`config.mk`:
```
export PLATFORM = sky130hd
export DESIGN_NAME = mdw_scoreboard
export DESIGN_NICKNAME = d
export VERILOG_FILES = /design/src/rtl/mdw_pkg.sv /design/src/rtl/mdw_pick_low.sv /design/src/rtl/mdw_oldest.sv /design/src/rtl/mdw_entry.sv /design/src/rtl/mdw_scoreboard.sv
export SDC_FILE = /design/constraint.sdc
export NUM_CORES = 2
export LEC_CHECK = 0
export ABC_AREA = 1
export CAP_MARGIN = 10
export CORE_MARGIN = 2
export CORE_UTILIZATION = 30
export DETAILED_ROUTE_END_ITERATION = 8
export DONT_BUFFER_PORTS = 1
export PLACE_DENSITY = 0.51
export SLEW_MARGIN = 20
export SYNTH_ARGS = -nofsm -noshare
export SYNTH_HDL_FRONTEND = slang
export SYNTH_SLANG_ARGS = --single-unit
```
`constraint.sdc`:
```
create_clock -name clk -period 40.6 [get_ports clk]
set_input_delay 8.12 -clock clk [delete_from_list [all_inputs] [get_ports clk]]
set_output_delay 8.12 -clock clk [all_outputs]
set_load 0.01 [all_outputs]
```
`src/rtl/mdw_pkg.sv`:
```
package mdw_pkg;

    typedef enum logic [1:0] {
        K_LOAD    = 2'd0,
        K_STORE   = 2'd1,
        K_ATOMIC  = 2'd2,
        K_BARRIER = 2'd3
    } mdw_kind_e;

    typedef enum logic [2:0] {
        ST_FREE   = 3'd0,
        ST_WAIT   = 3'd1,
        ST_RDY    = 3'd2,
        ST_ISSUED = 3'd3,
        ST_REPLAY = 3'd4
    } mdw_state_e;

endpackage

```
`src/rtl/mdw_pick_low.sv`:
```
module mdw_pick_low #(
    parameter int N = 16,
    localparam int IW = $clog2(N)
) (
    input  logic [N-1:0]  req,
    output logic [IW-1:0] idx,
    output logic          any
);
    always_comb begin
        idx = '0;
        any = 1'b0;
        for (int i = N - 1; i >= 0; i--) begin
            if (req[i]) begin
                idx = IW'(i);
                any = 1'b1;
            end
        end
    end
endmodule

```
`src/rtl/mdw_oldest.sv`:
```
module mdw_oldest #(
    parameter int N     = 16,
    parameter int SEQ_W = 16,
    localparam int IW   = $clog2(N)
) (
    input  logic [N-1:0]     req,
    input  logic [SEQ_W-1:0] seqs [N],
    output logic [IW-1:0]    idx,
    output logic             any
);
    logic [SEQ_W-1:0] best;

    always_comb begin
        idx  = '0;
        any  = 1'b0;
        best = '0;
        for (int i = 0; i < N; i++) begin
            if (req[i] && (!any || seqs[i] < best)) begin
                idx  = IW'(i);
                best = seqs[i];
                any  = 1'b1;
            end
        end
    end
endmodule

```
`src/rtl/mdw_entry.sv`:
```
module mdw_entry
    import mdw_pkg::*;
#(
    parameter int DEPTH  = 16,
    parameter int SEQ_W  = 16,
    localparam int DCNT_W = $clog2(DEPTH)
) (
    input  logic              clk,
    input  logic              rst_n,
    input  logic              squash_valid,
    input  logic [SEQ_W-1:0]  squash_seq,
    input  logic              ins_here,
    input  logic [DEPTH-1:0]  ins_oh,
    input  logic              ins_is_prod,
    input  mdw_kind_e         ins_kind,
    input  logic [SEQ_W-1:0]  ins_seq,
    input  logic [DCNT_W-1:0] ins_deps,
    input  logic              ins_regs,
    input  logic              regrdy_here,
    input  logic              dec,
    input  logic              issue_here,
    input  logic              done_here,
    input  logic              resched_here,
    input  logic              replay_go,
    output mdw_state_e        state_o,
    output logic [SEQ_W-1:0]  seq_o,
    output mdw_kind_e         kind_o,
    output logic [DEPTH-1:0]  row_o
);
    mdw_state_e        state_q, state_n;
    logic [SEQ_W-1:0]  seq_q, seq_n;
    mdw_kind_e         kind_q, kind_n;
    logic [DCNT_W-1:0] cnt_q, cnt_n;
    logic              regs_q, regs_n;
    logic [DEPTH-1:0]  row_q, row_n;

    always_ff @(posedge clk or negedge rst_n) begin
        if (!rst_n) begin
            state_q <= ST_FREE;
            seq_q   <= '0;
            kind_q  <= K_LOAD;
            cnt_q   <= '0;
            regs_q  <= 1'b0;
            row_q   <= '0;
        end else begin
            state_q <= state_n;
            seq_q   <= seq_n;
            kind_q  <= kind_n;
            cnt_q   <= cnt_n;
            regs_q  <= regs_n;
            row_q   <= row_n;
        end
    end

    always_comb begin
        state_n = state_q;
        seq_n   = seq_q;
        kind_n  = kind_q;
        cnt_n   = cnt_q;
        regs_n  = regs_q;
        row_n   = row_q;
        if (squash_valid) begin
            if (state_q != ST_FREE && seq_q > squash_seq) begin
                state_n = ST_FREE;
                row_n   = '0;
            end
        end else begin
            // a new slot overwrites its own column in this producer row
            row_n = (row_q & ~ins_oh) | (ins_is_prod ? ins_oh : '0);
            unique case (state_q)
                ST_FREE: begin
                    if (ins_here) begin
                        seq_n   = ins_seq;
                        kind_n  = ins_kind;
                        cnt_n   = ins_deps;
                        regs_n  = ins_regs;
                        state_n = (ins_deps == '0 && ins_regs) ? ST_RDY : ST_WAIT;
                    end
                end
                ST_WAIT: begin
                    cnt_n  = cnt_q - DCNT_W'(dec);
                    regs_n = regs_q | regrdy_here;
                    if (cnt_n == '0 && regs_n) state_n = ST_RDY;
                end
                ST_RDY: begin
                    if (issue_here) state_n = ST_ISSUED;
                end
                ST_ISSUED: begin
                    if (done_here) begin
                        state_n = ST_FREE;
                        row_n   = '0;
                    end else if (resched_here) begin
                        state_n = ST_REPLAY;
                    end
                end
                ST_REPLAY: begin
                    if (replay_go) state_n = ST_RDY;
                end
                default: state_n = ST_FREE;
            endcase
        end
    end

    assign state_o = state_q;
    assign seq_o   = seq_q;
    assign kind_o  = kind_q;
    assign row_o   = row_q;
endmodule

```
`src/rtl/mdw_scoreboard.sv`:
```
module mdw_scoreboard
    import mdw_pkg::*;
#(
    parameter int DEPTH = 16,
    parameter int SEQ_W = 16,
    parameter int CNT_W = 32,
    localparam int SLOT_W = $clog2(DEPTH),
    localparam int DCNT_W = $clog2(DEPTH)
) (
    input  logic              clk,
    input  logic              rst_n,
    input  logic              ins_valid,
    input  logic [1:0]        ins_kind,
    input  logic              ins_rd_bar,
    input  logic              ins_wr_bar,
    input  logic [SEQ_W-1:0]  ins_seq,
    input  logic              ins_regs_rdy,
    input  logic              pred_valid,
    input  logic [SEQ_W-1:0]  pred_seq,
    output logic [SLOT_W-1:0] ins_slot,
    output logic              tbl_full,
    input  logic              regrdy_valid,
    input  logic [SLOT_W-1:0] regrdy_slot,
    input  logic              done_valid,
    input  logic [SLOT_W-1:0] done_slot,
    input  logic              resched_valid,
    input  logic [SLOT_W-1:0] resched_slot,
    input  logic              replay_go,
    input  logic              squash_valid,
    input  logic [SEQ_W-1:0]  squash_seq,
    output logic              out_valid,
    input  logic              out_ready,
    output logic [SLOT_W-1:0] out_slot,
    output logic [SEQ_W-1:0]  out_seq,
    output logic [CNT_W-1:0]  cnt_ld_ins,
    output logic [CNT_W-1:0]  cnt_st_ins,
    output logic [CNT_W-1:0]  cnt_ld_conf,
    output logic [CNT_W-1:0]  cnt_st_conf
);
    mdw_state_e        st  [DEPTH];
    logic [SEQ_W-1:0]  sq  [DEPTH];
    mdw_kind_e         kd  [DEPTH];
    logic [DEPTH-1:0]  row [DEPTH];

    logic [DEPTH-1:0]  occ_v, rdy_v, free_v;
    logic [DEPTH-1:0]  lbar_q, sbar_q, lbar_live, sbar_live;
    logic [DEPTH-1:0]  pred_v, prod_v, ins_oh, wake_oh, wake_col;
    logic [SLOT_W-1:0] alloc_idx, sel_idx;
    logic              has_free, rdy_any;
    logic              cmd_en, ins_accept, wake_en, issue_fire;
    mdw_kind_e         new_kind;
    logic              new_is_ld, new_is_st;
    logic [DCNT_W-1:0] ins_deps;

    assign new_kind  = mdw_kind_e'(ins_kind);
    assign new_is_ld = (new_kind == K_LOAD);
    assign new_is_st = (new_kind == K_STORE) || (new_kind == K_ATOMIC);

    always_comb begin
        for (int i = 0; i < DEPTH; i++) begin
            occ_v[i]  = (st[i] != ST_FREE);
            free_v[i] = (st[i] == ST_FREE);
            rdy_v[i]  = (st[i] == ST_RDY);
        end
    end

    mdw_pick_low #(.N(DEPTH)) u_alloc (
        .req (free_v),
        .idx (alloc_idx),
        .any (has_free)
    );

    mdw_oldest #(.N(DEPTH), .SEQ_W(SEQ_W)) u_oldest (
        .req  (rdy_v),
        .seqs (sq),
        .idx  (sel_idx),
        .any  (rdy_any)
    );

    // squash owns the cycle: all other commands are dropped
    assign cmd_en     = !squash_valid;
    assign ins_slot   = alloc_idx;
    assign tbl_full   = !has_free;
    assign ins_accept = cmd_en && ins_valid && has_free;
    assign ins_oh     = ins_accept ? (DEPTH'(1) << alloc_idx) : '0;
    assign out_valid  = cmd_en && rdy_any;
    assign out_slot   = sel_idx;
    assign out_seq    = sq[sel_idx];
    assign issue_fire = out_valid && out_ready;

    assign wake_en  = cmd_en && done_valid && (st[done_slot] == ST_ISSUED)
                      && (kd[done_slot] != K_LOAD);
    assign wake_oh  = wake_en ? (DEPTH'(1) << done_slot) : '0;
    assign wake_col = wake_en ? row[done_slot] : '0;

    // barrier membership is only meaningful while the slot is occupied
    assign lbar_live = lbar_q & occ_v & ~wake_oh;
    assign sbar_live = sbar_q & occ_v & ~wake_oh;

    always_comb begin
        for (int i = 0; i < DEPTH; i++) begin
            pred_v[i] = pred_valid && occ_v[i] && !wake_oh[i]
                        && (kd[i] == K_STORE || kd[i] == K_ATOMIC)
                        && (sq[i] == pred_seq);
        end
        if (new_is_ld && |lbar_live)      prod_v = lbar_live;
        else if (new_is_st && |sbar_live) prod_v = sbar_live;
        else if (new_is_ld || new_is_st)  prod_v = pred_v;
        else                              prod_v = '0;
        ins_deps = '0;
        for (int i = 0; i < DEPTH; i++) begin
            ins_deps = ins_deps + DCNT_W'(prod_v[i]);
        end
    end

    always_ff @(posedge clk or negedge rst_n) begin
        if (!rst_n) begin
            lbar_q <= '0;
            sbar_q <= '0;
        end else if (ins_accept) begin
            lbar_q[alloc_idx] <= (new_kind == K_BARRIER) && ins_rd_bar;
            sbar_q[alloc_idx] <= (new_kind == K_BARRIER) && ins_wr_bar;
        end
    end

    always_ff @(posedge clk or negedge rst_n) begin
        if (!rst_n) begin
            cnt_ld_ins  <= '0;
            cnt_st_ins  <= '0;
            cnt_ld_conf <= '0;
            cnt_st_conf <= '0;
        end else if (ins_accept) begin
            if (new_is_ld) begin
                cnt_ld_ins <= cnt_ld_ins + 1'b1;
                if (ins_deps != '0) cnt_ld_conf <= cnt_ld_conf + 1'b1;
            end
            if (new_is_st) begin
                cnt_st_ins <= cnt_st_ins + 1'b1;
                if (ins_deps != '0) cnt_st_conf <= cnt_st_conf + 1'b1;
            end
        end
    end

    for (genvar gi = 0; gi < DEPTH; gi++) begin : g_slot
        mdw_entry #(.DEPTH(DEPTH), .SEQ_W(SEQ_W)) u_entry (
            .clk          (clk),
            .rst_n        (rst_n),
            .squash_valid (squash_valid),
            .squash_seq   (squash_seq),
            .ins_here     (ins_oh[gi]),
            .ins_oh       (ins_oh),
            .ins_is_prod  (prod_v[gi]),
            .ins_kind     (new_kind),
            .ins_seq      (ins_seq),
            .ins_deps     (ins_deps),
            .ins_regs     (ins_regs_rdy),
            .regrdy_here  (cmd_en && regrdy_valid && regrdy_slot == SLOT_W'(gi)),
            .dec          (wake_col[gi]),
            .issue_here   (issue_fire && sel_idx == SLOT_W'(gi)),
            .done_here    (cmd_en && done_valid && done_slot == SLOT_W'(gi)),
            .resched_here (cmd_en && resched_valid && resched_slot == SLOT_W'(gi)),
            .replay_go    (cmd_en && replay_go),
            .state_o      (st[gi]),
            .seq_o        (sq[gi]),
            .kind_o       (kd[gi]),
            .row_o        (row[gi])
        );
    end
endmodule

```
* Yosys cells after proc, flatten, opt, wreduce, memory -nomap -nowiden
Cells that the tools add are included.
** Storage, ports and cells
- Register bits after elaboration :: 832
- Input bits :: 75
- Output and inout port bits :: 154
- Word-level logic and storage cells :: 1276
** Operators by class
- $add $sub $neg :: 35
- Magnitude comparators :: 35
- Equality and inequality tests :: 288
- Shift-type cells :: 2
- Muxes and demuxes :: 374
- Bitwise operators :: 57
- Reduce and logical (&&, ||, !) cells :: 383
** Operator list (count)
- 16-bit two-way mux :: 105
- 3-bit two-way mux :: 119
- 16-bit AND :: 20
- 16-bit equality test :: 16
- 16-bit greater-than comparator :: 16
- 16-bit OR :: 16
- 16-bit less-than comparator :: 15
- 3-bit case mux with 5 select lines :: 16
- 1-bit logical AND :: 191
- 4-bit two-way mux :: 40
- 3-bit by 2-bit != test with 1-bit output, second input constant :: 49
- 32-bit by 1-bit adder with 32-bit output, second input constant :: 4
- 16-bit binary-select mux with 4-bit select :: 2
- 4-bit equality test, second input constant :: 32
- 4-bit case mux with 2 select lines :: 16
- 3-bit AND reduction :: 34
- 3-bit by 2-bit equality test with 1-bit output, second input constant :: 33
- 6-bit AND reduction :: 16
- 4-bit zero test :: 21
- 4-bit by 3-bit equality test with 1-bit output, second input constant :: 16
- 2-bit by 1-bit != test with 1-bit output, second input constant :: 32
- 4-bit by 2-bit != test with 1-bit output, second input constant :: 16
- 4-bit by 1-bit subtractor with 4-bit output :: 16
- 1-bit two-way mux :: 50
- other kinds (34) :: 283

* Depth between registers and ports, before layout
- Depth in word-level cells :: 68
- Mapped depth :: 234
- Gate-level depth less buffers :: 205

* Hierarchy
Synthesis repeated with hierarchy kept, for this count alone.
** Unflattened totals
- Cells, all modules :: 8889
- Area, all modules :: 67384.6 um^2
** Modules (own cells, without submodules)
- mdw_entry (g_slot[0].u_entry ...) :: instances 15, cells each 285, area each 2523.7 um^2, sequential area each 1051.0 um^2
- mdw_scoreboard :: instances 1, cells each 2896, area each 18594.1 um^2, sequential area each 4003.8 um^2
- mdw_oldest :: instances 1, cells each 1381, area each 8149.1 um^2, sequential area each 0.0 um^2
- mdw_entry (g_slot[3].u_entry) :: instances 1, cells each 288, area each 2577.5 um^2, sequential area each 1051.0 um^2
- mdw_pick_low :: instances 1, cells each 49, area each 209.0 um^2, sequential area each 0.0 um^2

* Worst setup path before layout
No wires, ideal clock.
- Path type :: reg-to-output
- Start point :: register g_slot[0].u_entry.state_q[2]
- End point :: output port out_seq[14]
- Data arrival time :: 24.733 ns
- Required time :: 32.480 ns
- Setup slack :: 7.747 ns
- Stages on the path, launching flop included :: 179
- Path buffers :: 30
- Cells stage by stage :: dfrtp_1 -> buf_4 -> nor2_4 -> nand2_1 -> inv_2 -> buf_1 -> nand2_1 -> ha_1 -> a21oi_1 -> nor2_1 -> a211oi_1 -> nand2_1 -> nand2_1 -> nand2_1 -> nand2_2 -> nand2_4 -> buf_6 -> clkbuf_1 -> (+143 left out) -> clkbuf_1 -> o21ai_0 -> ha_1 -> a21oi_1 -> nor2_1 -> a2111oi_0 -> nand2_2 -> nand2_4 -> nand2_4 -> o21ai_4 -> buf_12 -> buf_8 -> nand2_1 -> nand2_1 -> nor2_1 -> nor2_1 -> nor2_1 -> nand2_1
** On the way
- Word-level cells in the longest chain between the ends :: 66
- Elaborated cells between the ends (all ways) :: 110
- Those cells by class :: order compare (15); eq/ne (1); mux (48); bitwise (1); reduce/logical (45)
** Ends and longest elaborated chain
- from (decl) :: RTL line mdw_entry.sv:30 : mdw_state_e state_q, state_n;
- from (signal assigned) :: RTL line mdw_entry.sv:46 : state_q <= state_n;
- 3-bit by 2-bit equality test with 1-bit output * :: RTL line mdw_scoreboard.sv:63 : rdy_v[i] = (st[i] == ST_RDY);
- 16-bit two-way mux or 1-bit two-way mux (tied branches) :: RTL line mdw_oldest.sv:18 : if (req[i] && (!any || seqs[i] < best)) begin
- 16-bit less-than comparator or 1-bit zero test (tied branches) :: RTL line mdw_oldest.sv:18
- 1-bit logical OR :: RTL line mdw_oldest.sv:18
- 1-bit logical AND :: RTL line mdw_oldest.sv:18
- 16-bit two-way mux or 1-bit two-way mux (tied branches) :: RTL line mdw_oldest.sv:18
- 16-bit less-than comparator or 1-bit zero test (tied branches) :: RTL line mdw_oldest.sv:18
- 1-bit logical OR :: RTL line mdw_oldest.sv:18
- (+49 left out)
- 16-bit two-way mux or 1-bit two-way mux (tied branches) :: RTL line mdw_oldest.sv:18
- 16-bit less-than comparator or 1-bit zero test (tied branches) :: RTL line mdw_oldest.sv:18
- 1-bit logical OR :: RTL line mdw_oldest.sv:18
- 1-bit logical AND :: RTL line mdw_oldest.sv:18
- 4-bit two-way mux * :: RTL line mdw_oldest.sv:18
- 4-bit NOT with 5-bit output (implied by the code) * :: RTL line mdw_scoreboard.sv:88 : assign out_seq = sq[sel_idx];
- 16-bit binary-select mux with 4-bit select * :: RTL line mdw_scoreboard.sv:88
- 16-bit two-way mux (implied by the code) * (2 in series) :: RTL line mdw_scoreboard.sv:88
- to (decl) :: RTL line mdw_scoreboard.sv:34 : output logic [SEQ_W-1:0] out_seq,
Every way passes the cells marked *; elsewhere a longest branch is shown, timed or not. The select of a mux whose other input is x is not followed.

* Worst setup path in the final report
- Start point :: register g_slot[0].u_entry.state_q[2]
- End point :: output port out_seq[15]
The elaborated chain is that of the path after synthesis.

==> metrics <==
run status=complete, no violations; First-pass DRT Iterations=7; layout cells sized above 1=6.84%; standard-cell rows=165; number of buffers added on ports=0; post-synth design cell area=61100 um2; wl on met1=126000 um; Layout Nets=8567; most common library cell in the layout ignoring fill and taps=nand2_1; DR vias=62300; DRT iter0 DRCs=7927; final wirelength=311000 um; startpoint-to-endpoint class of the critical path=reg2out; CP max FO=68; maximum number of pins on one net before global-route repair=191; antenna violations before repair=28; final max-slew violation count=0; sequential cell fraction of total power=24.9%; Seq cells post-synth=832; Peak Freq=26.4 MHz; worst setup margin=2700 ps; Max-Slew Margin vs Limit=8.81%; starting utilization of the core area=30.2%; nets in the synthesized netlist=8728; crit end category=output port; data arrival time at the worst-slack endpoint=29780 ps; unrepaired setup endpoints after global routing=false; Routed wire per std cell=29.0 um; deepest level of the CTS H-tree=3; Crit-path slowest cell=o21ai_0; area of the core=202000 um2; Fin. Hold Viols=0; vias in the first global route=58100; worst supply voltage drop on vdd=0.0000617 V; Final Instance Count excl. Fillers=10700; max layer used=met5; CTS tree=built; Internal Power=2.27 mW; area of all sequential standard cells=20800 um2; delay of the slowest cell on the worst path=690 ps; most used cells in the layout excluding fill and tap cells=1855 x nand2_1, 1043 x o21ai_0, 832 x dfrtp_1, 633 x nor2_1, 589 x inv_1; total negative slack=0 ps; number of design rule violations left after detail routing=0; P_sw=2.51 mW; share of async-settable or async-resettable flops after synthesis=100%; top flip-flop cell by instance count after synthesis=dfrtp_1; overall die width=455 um; clock latency at the later pin of the worst-skew pair=800 ps; Top cell by count, worst path=nand2_1; die area=207000 um2; height of the die=455 um; number of enable flip-flop cells after synthesis=0; CTS clk-pin slew, worst paths=60 ps; Min-Delay Path Class=reg2reg; minimum period implied by the final worst setup slack=37900 ps; final setup violation count=0; Cell Count Post-Placement=10500; Routed met2 length=132000 um; Post-Route Skew=45.8 ps; final worst path period share=93.4%; Required @ worst endpoint=32480 ps; count of nets left with antenna violations after detail routing=0; Clk network pwr share=21.2%; via-per-instance ratio=5.80; number of standard cells after synthesis=8134; detailed placement HPWL=220000 um; detailed-routed wire length on met3=30500 um; P per Cell Area=70.6 nW/um2; clock buffer count from CTS=102; I/O pins=229; overall power of the completed layout=4.78 mW; worst setup slack after placement=-183 ps; launching element type of the critical path=flip-flop; reported max-cap violation count=0; global route overflow=0; Area growth, synth to finish=10.7%; relative contribution of combinational cells to total power=53.9%; clock tree root driver cell=clkbuf_16; Num Clock Sinks=832; weighted congestion reported at the end of routability-driven placement=0.995; Switching Share=52.5%; Leakage Power=31.7 nW; overall track demand over capacity in global routing=29.2%; worst-case hold slack=491 ps; Multi-input gate area=36100 um2; Tightest Pin Transition=1360 ps; Post-Synthesis Mean Instance Area=7.51 um2; post-synthesis sequential area ratio=34.1%; Filler Cell Count=21500; clock buffer depth=3; global-route wire length before repair=437000 um; post-synthesis cell type count=75; Yosys Warn Count=0
[synth_stat cells (23+ instances only)]
cell type / count / area share (%)
a2111oi_0: 27 / 0.39
a211oi_1: 35 / 0.43
a21oi_1: 256 / 2.1
a2bb2oi_1: 64 / 0.92
a31oi_1: 34 / 0.35
a32o_1: 63 / 1.0
buf_1: 39 / 0.24
buf_6: 26 / 0.48
clkbuf_1: 299 / 1.8
dfrtp_1: 832 / 34
ha_1: 509 / 10
inv_1: 603 / 3.7
nand2_1: 1857 / 11
nand2_2: 81 / 0.83
nand3_1: 301 / 2.5
nand4_1: 294 / 3.0
nor2_1: 652 / 4.0
nor3_1: 118 / 0.97
nor4_1: 53 / 0.54
o2111ai_1: 36 / 0.52
o211ai_1: 99 / 1.2
o21ai_0: 1110 / 9.1
o21ai_1: 23 / 0.19
o22ai_1: 146 / 1.5
or2_2: 30 / 0.31
xnor2_1: 85 / 1.2
xor2_1: 196 / 2.8
[metrics by stage]
| stage | utilization [%] | instance area (um2) |
|---|---|---|
| 3_5_place_dp | 31.5 | 63700 |
| 2_1_floorplan | - | 61100 |
| 3_3_place_gp | 31.5 | 63700 |
| 6_report | 33.4 | 67700 |
| 5_1_grt | 33.4 | 67700 |
| 4_1_cts | 33.3 | 67400 |
[kinds of logic after synthesis]
group,Yosys count,share of synthesized area [%]
AND/OR/NAND/NOR,3425,24.1
buffers and inverters,1043,7.27
XOR/XNOR,281,4.03
AO/OA/AOI/OAI,2034,19.8
flip-flops,832,34.1
adder cells (fa/ha/maj),519,10.7
[flip-flops by register name (all words and copies together) (netlist names)]
name	count
g_slot.u_entry.row_o	256
cnt_ld_conf	32
g_slot.u_entry.regs_q	16
sbar_q	16
cnt_ld_ins	32
lbar_q	16
cnt_st_conf	32
g_slot.u_entry.state_o	48
g_slot.u_entry.kind_o	32
g_slot.u_entry.cnt_q	64
g_slot.u_entry.seq_o	256
cnt_st_ins	32
[worst paths after layout]
| kind | cells past startpoint | start | endpoint | slack (ps) |
|---|---|---|---|---|
| setup / recovery | 143 | g_slot[0].u_entry.state_o[2]$_DFFE_PN0P_ | out_seq[15] | 2700 |
| hold / removal | 1 | g_slot[13].u_entry.row_o[15]$_DFFE_PN0N_ | g_slot[13].u_entry.row_o[15]$_DFFE_PN0N_ | 490 |
| setup reg to reg | 140 | g_slot[0].u_entry.state_o[2]$_DFFE_PN0P_ | g_slot[5].u_entry.state_o[2]$_DFFE_PN0P_ | 11250 |
| hold reg to reg | 1 | g_slot[13].u_entry.row_o[15]$_DFFE_PN0N_ | g_slot[13].u_entry.row_o[15]$_DFFE_PN0N_ | 490 |
| max in group asynchronous | 5 | rst_n | g_slot[1].u_entry.seq_o[7]$_DFFE_PN0P_ | 30660 |
| min in group asynchronous | 0 | rst_n | cnt_ld_ins[30]$_DFFE_PN0P_ | 7050 |
[repair_timing]
item	4_1_cts	5_1_grt
pin swaps	0	1
gates resized for setup	15	80
buffers inserted	1	0
hold buffers	0	0
cloned	0	1
endpoints found under the setup margin	16	20
[worst max-delay path: cells and delay by family (launching register included)]
family	cells	cell delay, ps
and+or+nand+nor	76	9820
AOI/OAI and AO/OA	44	12470
buffers and inverters	8	1260
DFF	1	510
adders and majority gates	15	4770
[cell type report]
class | count | area share, %
clock inverters | 41 | 0.910
flip-flops and latches | 832 | 30.8
well taps | 2672 | 4.94
clock buffers | 150 | 4.50
multi-input cells | 6260 | 53.4
repair buffers | 149 | 1.93
diodes | 11 | 0.0407
inverters | 628 | 3.49
[metal layers]
metal | global-route usage, % | vias up
met3 | 6.35 | 767
li1 | - | 27900
met1 | 38.5 | 30300
met5 | 0 | -
met4 | 18.1 | 2
met2 | 43.2 | 3387
[power groups by stage]
| stage | sequential, mW | combinational, mW | clock [mW] |
|---|---|---|---|
| floorplan | 1.08 | 1.71 | 0 |
| global placement | 1.19 | 2.45 | 0 |
| detailed placement | 1.19 | 2.47 | 0 |
| CTS | 1.18 | 2.48 | 1.03 |
| global route | 1.20 | 2.82 | 1.06 |
| finish | 1.19 | 2.57 | 1.01 |
No activity file was read; power rests on OpenSTA's default activity.
